File: config.mk
export PLATFORM = sky130hd
export DESIGN_NAME = aif_slave_port
export DESIGN_NICKNAME = d
export VERILOG_FILES = /design/src/rtl/aif_pkg.sv /design/src/rtl/aif_sync.sv /design/src/rtl/aif_frame_timer.sv /design/src/rtl/aif_tx_path.sv /design/src/rtl/aif_rx_path.sv /design/src/rtl/aif_slave_port.sv
export SDC_FILE = /design/constraint.sdc
export NUM_CORES = 1
export LEC_CHECK = 0
export ABC_CLOCK_PERIOD_IN_PS = 10310
export BUFFER_PORTS_ARGS = -buffer_cell sky130_fd_sc_hd__buf_4
export CAP_MARGIN = 5
export CORE_ASPECT_RATIO = 0.9
export CORE_MARGIN = 2
export CORE_UTILIZATION = 51
export DETAILED_ROUTE_END_ITERATION = 8
export HOLD_SLACK_MARGIN = 0.06
export MAX_ROUTING_LAYER = met4
export PLACE_DENSITY = 0.82
export SETUP_SLACK_MARGIN = 0.02
export SYNTH_ARGS = -nofsm -noshare
export SYNTH_HDL_FRONTEND = slang
export SYNTH_HIERARCHICAL = 1
export SYNTH_SLANG_ARGS = --single-unit
File: constraint.sdc
create_clock -name clk -period 10.31 [get_ports clk]
set_input_delay 2.5775 -clock clk [delete_from_list [all_inputs] [get_ports clk]]
set_output_delay 2.5775 -clock clk [all_outputs]
set_load 0.02 [all_outputs]
File: src/rtl/aif_pkg.sv
package aif_pkg;
  typedef enum logic {
    FRAME_LONG  = 1'b0,
    FRAME_SHORT = 1'b1
  } frame_mode_e;
endpackage

File: src/rtl/aif_sync.sv
module aif_sync #(
  parameter int          W       = 3,
  parameter int          STAGES  = 2,
  parameter logic [W-1:0] RST_VAL = '0
) (
  input  logic         clk,
  input  logic         rst_n,
  input  logic [W-1:0] d,
  output logic [W-1:0] q
);
  logic [W-1:0] stg [STAGES];

  always_ff @(posedge clk or negedge rst_n) begin
    if (!rst_n) begin
      for (int i = 0; i < STAGES; i++) stg[i] <= RST_VAL;
    end else begin
      stg[0] <= d;
      for (int i = 1; i < STAGES; i++) stg[i] <= stg[i-1];
    end
  end

  assign q = stg[STAGES-1];
endmodule

File: src/rtl/aif_frame_timer.sv
module aif_frame_timer
  import aif_pkg::*;
#(
  parameter int SAMPLE_W  = 16,
  parameter int LONG_CLKS = 32,
  parameter int CNT_W     = 6
) (
  input  logic clk,
  input  logic rst_n,
  input  logic bclk_s,
  input  logic fs_s,
  input  logic short_mode,
  output logic bit_rise,
  output logic bit_fall,
  output logic framed,
  output logic rx_shift_en,
  output logic rx_last,
  output logic tx_load,
  output logic tx_shift_en,
  output logic frame_err
);
  localparam logic [CNT_W-1:0] L_FIRST = CNT_W'(LONG_CLKS - SAMPLE_W);
  localparam logic [CNT_W-1:0] S_FIRST = CNT_W'(1);
  localparam logic [CNT_W-1:0] L_LEN   = CNT_W'(LONG_CLKS);
  localparam logic [CNT_W-1:0] S_LEN   = CNT_W'(SAMPLE_W + 1);
  localparam logic [CNT_W-1:0] SPAN    = CNT_W'(SAMPLE_W - 1);
  localparam logic [CNT_W-1:0] CMAX    = '1;

  logic              bclk_d, fs_prev;
  logic [CNT_W-1:0]  cnt, cnt_inc, fall_idx, first, last, flen;
  frame_mode_e       mode_q;
  logic              frame_start;

  assign bit_rise    = bclk_s & ~bclk_d;
  assign bit_fall    = ~bclk_s & bclk_d;
  assign frame_start = bit_fall & fs_s & ~fs_prev;

  assign cnt_inc  = (cnt == CMAX) ? cnt : cnt + CNT_W'(1);
  assign fall_idx = frame_start ? '0 : cnt_inc;

  assign first = (mode_q == FRAME_SHORT) ? S_FIRST : L_FIRST;
  assign flen  = (mode_q == FRAME_SHORT) ? S_LEN : L_LEN;
  assign last  = first + SPAN;

  assign rx_shift_en = bit_fall & framed & ~frame_start &
                       (fall_idx >= first) & (fall_idx <= last);
  assign rx_last     = rx_shift_en & (fall_idx == last);
  assign tx_load     = bit_rise & framed & (cnt_inc == first);
  assign tx_shift_en = bit_rise & framed & (cnt_inc > first) & (cnt_inc <= last);
  assign frame_err   = frame_start & framed & (cnt_inc < flen);

  always_ff @(posedge clk or negedge rst_n) begin
    if (!rst_n) begin
      bclk_d  <= 1'b0;
      fs_prev <= 1'b1;
      cnt     <= CMAX;
      framed  <= 1'b0;
      mode_q  <= FRAME_LONG;
    end else begin
      bclk_d <= bclk_s;
      if (bit_fall) begin
        fs_prev <= fs_s;
        cnt     <= fall_idx;
        if (frame_start) begin
          framed <= 1'b1;
          mode_q <= frame_mode_e'(short_mode);
        end
      end
    end
  end


  early_restart_chk: assert property (@(posedge clk) disable iff (!rst_n)
    frame_err |=> (cnt == '0) && framed);


  mode_hold_chk: assert property (@(posedge clk) disable iff (!rst_n)
    !frame_start |=> $stable(mode_q));
endmodule

File: src/rtl/aif_tx_path.sv
module aif_tx_path #(
  parameter int SAMPLE_W = 16
) (
  input  logic                clk,
  input  logic                rst_n,
  input  logic                bit_rise,
  input  logic                framed,
  input  logic                tx_load,
  input  logic                tx_shift_en,
  input  logic [SAMPLE_W-1:0] tx_data,
  input  logic                tx_valid,
  output logic                tx_ready,
  output logic                sdo,
  output logic                tx_underrun
);
  logic [SAMPLE_W-1:0] sh;

  assign tx_ready = tx_load;

  always_ff @(posedge clk or negedge rst_n) begin
    if (!rst_n) begin
      sh          <= '0;
      sdo         <= 1'b0;
      tx_underrun <= 1'b0;
    end else begin
      tx_underrun <= tx_load & ~tx_valid;
      if (tx_load) begin
        if (tx_valid) begin
          sdo <= tx_data[SAMPLE_W-1];
          sh  <= tx_data << 1;
        end else begin
          sdo <= 1'b0;
          sh  <= '0;
        end
      end else if (tx_shift_en) begin
        sdo <= sh[SAMPLE_W-1];
        sh  <= sh << 1;
      end else if (bit_rise) begin
        sdo <= 1'b0;
      end
    end
  end


  sdo_on_rise_chk: assert property (@(posedge clk) disable iff (!rst_n)
    !$stable(sdo) |-> $past(bit_rise));


  ready_single_chk: assert property (@(posedge clk) disable iff (!rst_n)
    tx_ready |=> !tx_ready);


  idle_quiet_chk: assert property (@(posedge clk) disable iff (!rst_n)
    !framed |-> !tx_ready && !sdo);


  underrun_zero_chk: assert property (@(posedge clk) disable iff (!rst_n)
    tx_underrun |-> !sdo);
endmodule

File: src/rtl/aif_rx_path.sv
module aif_rx_path #(
  parameter int SAMPLE_W = 16
) (
  input  logic                clk,
  input  logic                rst_n,
  input  logic                bit_fall,
  input  logic                rx_shift_en,
  input  logic                rx_last,
  input  logic                sdi_s,
  input  logic                rx_ready,
  output logic [SAMPLE_W-1:0] rx_data,
  output logic                rx_valid,
  output logic                rx_overrun
);
  logic [SAMPLE_W-1:0] sh, word_nxt;

  assign word_nxt = {sh[SAMPLE_W-2:0], sdi_s};

  always_ff @(posedge clk or negedge rst_n) begin
    if (!rst_n) begin
      sh         <= '0;
      rx_data    <= '0;
      rx_valid   <= 1'b0;
      rx_overrun <= 1'b0;
    end else begin
      if (rx_shift_en) sh <= word_nxt;
      rx_overrun <= rx_last & rx_valid & ~rx_ready;
      if (rx_last && (!rx_valid || rx_ready)) begin
        rx_data  <= word_nxt;
        rx_valid <= 1'b1;
      end else if (rx_valid && rx_ready) begin
        rx_valid <= 1'b0;
      end
    end
  end


  shift_on_fall_chk: assert property (@(posedge clk) disable iff (!rst_n)
    !$stable(sh) |-> $past(bit_fall));


  rx_hold_chk: assert property (@(posedge clk) disable iff (!rst_n)
    rx_valid && !rx_ready |=> rx_valid && $stable(rx_data));


  overrun_keep_chk: assert property (@(posedge clk) disable iff (!rst_n)
    rx_overrun |-> rx_valid && $stable(rx_data));
endmodule

File: src/rtl/aif_slave_port.sv
module aif_slave_port #(
  parameter int SAMPLE_W    = 16,
  parameter int LONG_CLKS   = 32,
  parameter int SYNC_STAGES = 2
) (
  input  logic                clk,
  input  logic                rst_n,
  input  logic                bclk,
  input  logic                fsync,
  input  logic                sdi,
  output logic                sdo,
  input  logic                short_mode,
  input  logic [SAMPLE_W-1:0] tx_data,
  input  logic                tx_valid,
  output logic                tx_ready,
  output logic [SAMPLE_W-1:0] rx_data,
  output logic                rx_valid,
  input  logic                rx_ready,
  output logic                tx_underrun,
  output logic                rx_overrun,
  output logic                frame_err
);
  localparam int CNT_W = $clog2(LONG_CLKS) + 1;

  logic [2:0] pins_s;
  logic bit_rise, bit_fall, framed;
  logic rx_shift_en, rx_last, tx_load, tx_shift_en;

  aif_sync #(.W(3), .STAGES(SYNC_STAGES), .RST_VAL(3'b000)) u_sync (
    .clk(clk), .rst_n(rst_n),
    .d({bclk, fsync, sdi}), .q(pins_s)
  );

  aif_frame_timer #(.SAMPLE_W(SAMPLE_W), .LONG_CLKS(LONG_CLKS), .CNT_W(CNT_W)) u_timer (
    .clk(clk), .rst_n(rst_n),
    .bclk_s(pins_s[2]), .fs_s(pins_s[1]), .short_mode(short_mode),
    .bit_rise(bit_rise), .bit_fall(bit_fall), .framed(framed),
    .rx_shift_en(rx_shift_en), .rx_last(rx_last),
    .tx_load(tx_load), .tx_shift_en(tx_shift_en),
    .frame_err(frame_err)
  );

  aif_tx_path #(.SAMPLE_W(SAMPLE_W)) u_tx (
    .clk(clk), .rst_n(rst_n),
    .bit_rise(bit_rise), .framed(framed),
    .tx_load(tx_load), .tx_shift_en(tx_shift_en),
    .tx_data(tx_data), .tx_valid(tx_valid), .tx_ready(tx_ready),
    .sdo(sdo), .tx_underrun(tx_underrun)
  );

  aif_rx_path #(.SAMPLE_W(SAMPLE_W)) u_rx (
    .clk(clk), .rst_n(rst_n),
    .bit_fall(bit_fall), .rx_shift_en(rx_shift_en), .rx_last(rx_last),
    .sdi_s(pins_s[0]), .rx_ready(rx_ready),
    .rx_data(rx_data), .rx_valid(rx_valid), .rx_overrun(rx_overrun)
  );
endmodule

[After elaboration in Yosys (flattened, before gate mapping)]
Cells that the tools add are included.
Storage, ports and cells
  bits of input ports: 24
  word-level logic and storage cells: 69
  register bits after elaboration: 67
  output and inout port bits: 22
Operators by class
  bitwise logic cells: 24
  magnitude comparators: 5
  reduce and logical (&&, ||, !) cells: 8
  add/sub/neg operators: 2
  equality and inequality tests: 3
  multiplexer cells: 13
Operators with widths (number)
  16-bit 2-to-1 mux: 3
  1-bit bitwise AND: 18
  6-bit 2-to-1 mux: 3
  6-bit == test: 2
  6-bit less-or-equal comparator: 2
  6-bit by 1-bit adder with 6-bit output, second input constant: 1
  6-bit by 4-bit adder with 6-bit output, second input constant: 1
  6-bit == test, second input constant: 1
  6-bit greater-or-equal comparator: 1
  6-bit > comparator: 1
  6-bit < comparator: 1
  1-bit 2-to-1 mux: 6
  1-bit NOT: 6
  5-bit 2-to-1 mux: 1
  2-bit nonzero test: 2
  3-bit nonzero test: 1
  1-bit logical AND: 2
  2-bit AND reduction: 1
  1-bit logical NOT: 1
  1-bit logical OR: 1

[Depth between registers and ports, before layout]
  depth in word-level cells: 11
  mapped depth: 15
  gate-level depth less buffers: 13

[Hierarchy]
The synthesis kept the hierarchy.
Modules (own cells, without submodules)
  aif_rx_path: times used 1, area an instance 1281.2 um^2, sequential area each 825.8 um^2, cells an instance 72
  aif_frame_timer: times used 1, area an instance 968.4 um^2, sequential area each 259.0 um^2, cells an instance 113
  aif_tx_path: times used 1, area an instance 785.8 um^2, sequential area each 425.4 um^2, cells an instance 61
  aif_sync: times used 1, area an instance 172.7 um^2, sequential area each 150.1 um^2, cells an instance 9

[Worst setup path before layout]
No wires, ideal clock.
  kind: register to output
  start: register u_timer.cnt[0]
  end: output port tx_ready
  path buffers: 1
  data required time: 7.733 ns
  stages on the path, launching flop included: 9
  arrival time: 2.204 ns
  slack: 5.529 ns
  cells stage by stage: dfstp_2 -> ha_1 -> nand3_1 -> nor2_1 -> xor2_1 -> ha_1 -> nor3_1 -> nor2b_1 -> buf_4
On the way
  cells in the longest elaborated chain, start to end: 4
  elaborated cells between the ends (all ways): 5
  classes of those cells: add/sub: 1; eq/ne: 2; mux: 1; bitwise: 1
RTL lines
  start: declaration: line aif_frame_timer.sv:30  | logic [CNT_W-1:0] cnt, cnt_inc, fall_idx, first, last, flen;
  start signal: assignment: line aif_frame_timer.sv:63  | cnt <= fall_idx;
  6-bit by 1-bit adder with 6-bit output / 6-bit == test (equally long branches): line aif_frame_timer.sv:38  | assign cnt_inc = (cnt == CMAX) ? cnt : cnt + CNT_W'(1);
  6-bit 2-to-1 mux *: line aif_frame_timer.sv:38
  6-bit == test *: line aif_frame_timer.sv:48  | assign tx_load = bit_rise & framed & (cnt_inc == first);
  1-bit bitwise AND *: line aif_frame_timer.sv:48
  end: declaration: line aif_slave_port.sv:15  | output logic tx_ready,
Every way passes the cells marked *; elsewhere a longest branch is shown, timed or not.

[Final worst setup path]
Ends and elaborated chain as after synthesis.

==> run summary <==
Peak VDD IR: 135 uV
Final hold violations: 0
Vias per cell: 5.56
Yosys warns: 6
Worst EP arrival: 3.08 ns
GPL Wtd Cong: 0.873
Max-cap violations: 0
Chip Width: 87.6 um
Endpoints failing setup: 0
Area of the multi-input gates: 1410 um2
Status: completed
Layout Utilization: 61.8%
Clk_lat worst skew: 0.33 ns
CP required: 7.73 ns
Initial Util: 52.7%
Syn Std Cell Area: 3200 um2
DR vias: 2085
TNS Setup: 0 ns
Total track usage: 18.9%
Non-Filler Instances: 375
Cell count after synthesis: 254
Post-cts sizing count: 0
Pwr Density: 206 nW/um2
Setup Buffers After CTS: 0
Die height: 79.2 um
Unrepaired setup endpoints after global routing: no
Std-Cell Rows: 27
CTS Buf Count: 9
I/O pin cnt: 46
Clock tree from TritonCTS: yes
Overall routed net length: 5.79 mm
Most Crowded Layer GR: met2
Fillers: 474
Largest fanout on the critical path: 22
CTS Buffer Depth: 2
Post-Syn Nets: 292
Die area: 6930 um2
TritonRoute pass-1 iters: 4
Worst Skew: 0.00456 ns
Tightest Pin Transition: 0.880 ns
# DRC: 0
H-Tree Depth: 3
Final Cycle Share: 54.9%
Design Power: 0.775 mW
Met1 Use GR: 24.2%
Global-route wire length before repair: 9.85 mm
DR WL/cell: 15.4 um
CP startpoint kind: register
IO Port Bufs: 45
Initial DRC Count: 103
Met3 Track Usage GR: 6.96%
Period minus WS final: 5.66 ns
CP Class: reg -> out
Syn Area/Cell: 12.6 um2
Slew headroom: 41.3%
Core area: 6080 um2
Clk root buf: clkbuf_8
Slew Limit Fails: 0
Hold Path Class: reg -> reg
Largest net degree at the start of global routing: 67
Worst-path clk slew: 0.06 ns
Fmax: 177 MHz
P&R area growth vs syn: 17.3%
Layout cell share with drive strength beyond 1: 37.0%
Lkg Pwr: 1.85 nW
GR Util met2: 28.9%
Vias in the first global route: 2116
Fin nets: 337
Placed cell count: 360
Detailed placer's ending HPWL: 4.02 mm
GRT overflow: 0
Sink Count: 66
CP Capture Type: output port
CTS Hold Bufs: 0
Antenna diodes: 0
Initial antenna violation count: 0
FF+latch area: 1660 um2
Post-route ant nets: 0
[state kept, by name, indices dropped and copies added, names as in the netlist]
name	flops
u_rx/rx_data	16
u_rx/rx_overrun	1
u_rx/rx_valid	1
u_rx/sh	15
u_sync/q	3
u_sync/stg	3
u_timer/bclk_d	1
u_timer/cnt	6
u_timer/framed	1
u_timer/fs_prev	1
u_timer/mode_q	1
u_tx/sdo	1
u_tx/sh	15
u_tx/tx_underrun	1
[critical path: stages (launching register included)]
cell     delay (ns)
dfstp_2        0.58
ha_1           0.23
nand3_1        0.16
nor2_1         0.28
xor2_1         0.31
ha_1           0.32
nor3_1         0.28
nor2b_1        0.17
buf_4          0.24
buf_4          0.18
[layout make-up]
type | count | share of cell area (%)
multi-input combinational | 166 | 37.6
clock buffer | 13 | 4.49
inverter | 8 | 0.799
tap | 72 | 2.40
clock inverter | 2 | 0.932
sequential | 66 | 44.2
timing repair buffer | 48 | 9.59
[placed cells by master, fill, tap and decap left out, drive strengths merged, types with 3 or more instances in the layout]
cell type and count:
inv 8, buf 48, mux2i 16, a21oi 5, o21ai 7, and3 3, o31ai 3, dfrtp 59
o2bb2ai 12, nor2b 5, clkbuf 13, a21o 3, nand2b 5, mux2 32, nand2 16, a31oi 3
nand3 6, nor2 9, ha 14, dfstp 7
[final timing paths]
check,depth (start not counted),endpoint,slack [ns],from
setup / recovery,9,tx_ready,4.65,u_timer/cnt[0]
hold / removal,0,u_sync/q[2],0.35,u_sync/stg[5]
setup reg to reg,12,u_rx/sh[14],6.32,u_timer/cnt[0]
hold reg to reg,0,u_sync/q[2],0.35,u_sync/stg[5]
max in group asynchronous,1,u_tx/sh[4],7.46,rst_n
min in group asynchronous,1,u_timer/mode_q,2.32,rst_n
[report_power, final]
group	internal [mW]	switching, mW	total, mW
sequential	0.317	0.0398	0.357
combinational	0.0986	0.101	0.200
clock	0.130	0.0885	0.218
total	0.546	0.229	0.775
[metal layers]
metal	wire length (um)	part of all wire, %	vias up
met5	0	0	-
met4	60	1.0	0
met3	282	4.9	8
met2	2830	49	48
met1	2620	45	1027
li1	-	-	1002
[metrics by stage]
step | cell area (um2) | setup slack [ns] | hold WS (ns)
global placement | 3550 | 5.15 | 0.333
finish | 3760 | 4.65 | 0.349
global route | 3760 | 4.44 | 0.359
floorplan | 3200 | 5.53 | 0.331
detailed placement | 3550 | 5.05 | 0.335
CTS | 3760 | 4.66 | 0.350
No activity file was read; power rests on OpenSTA's default activity.
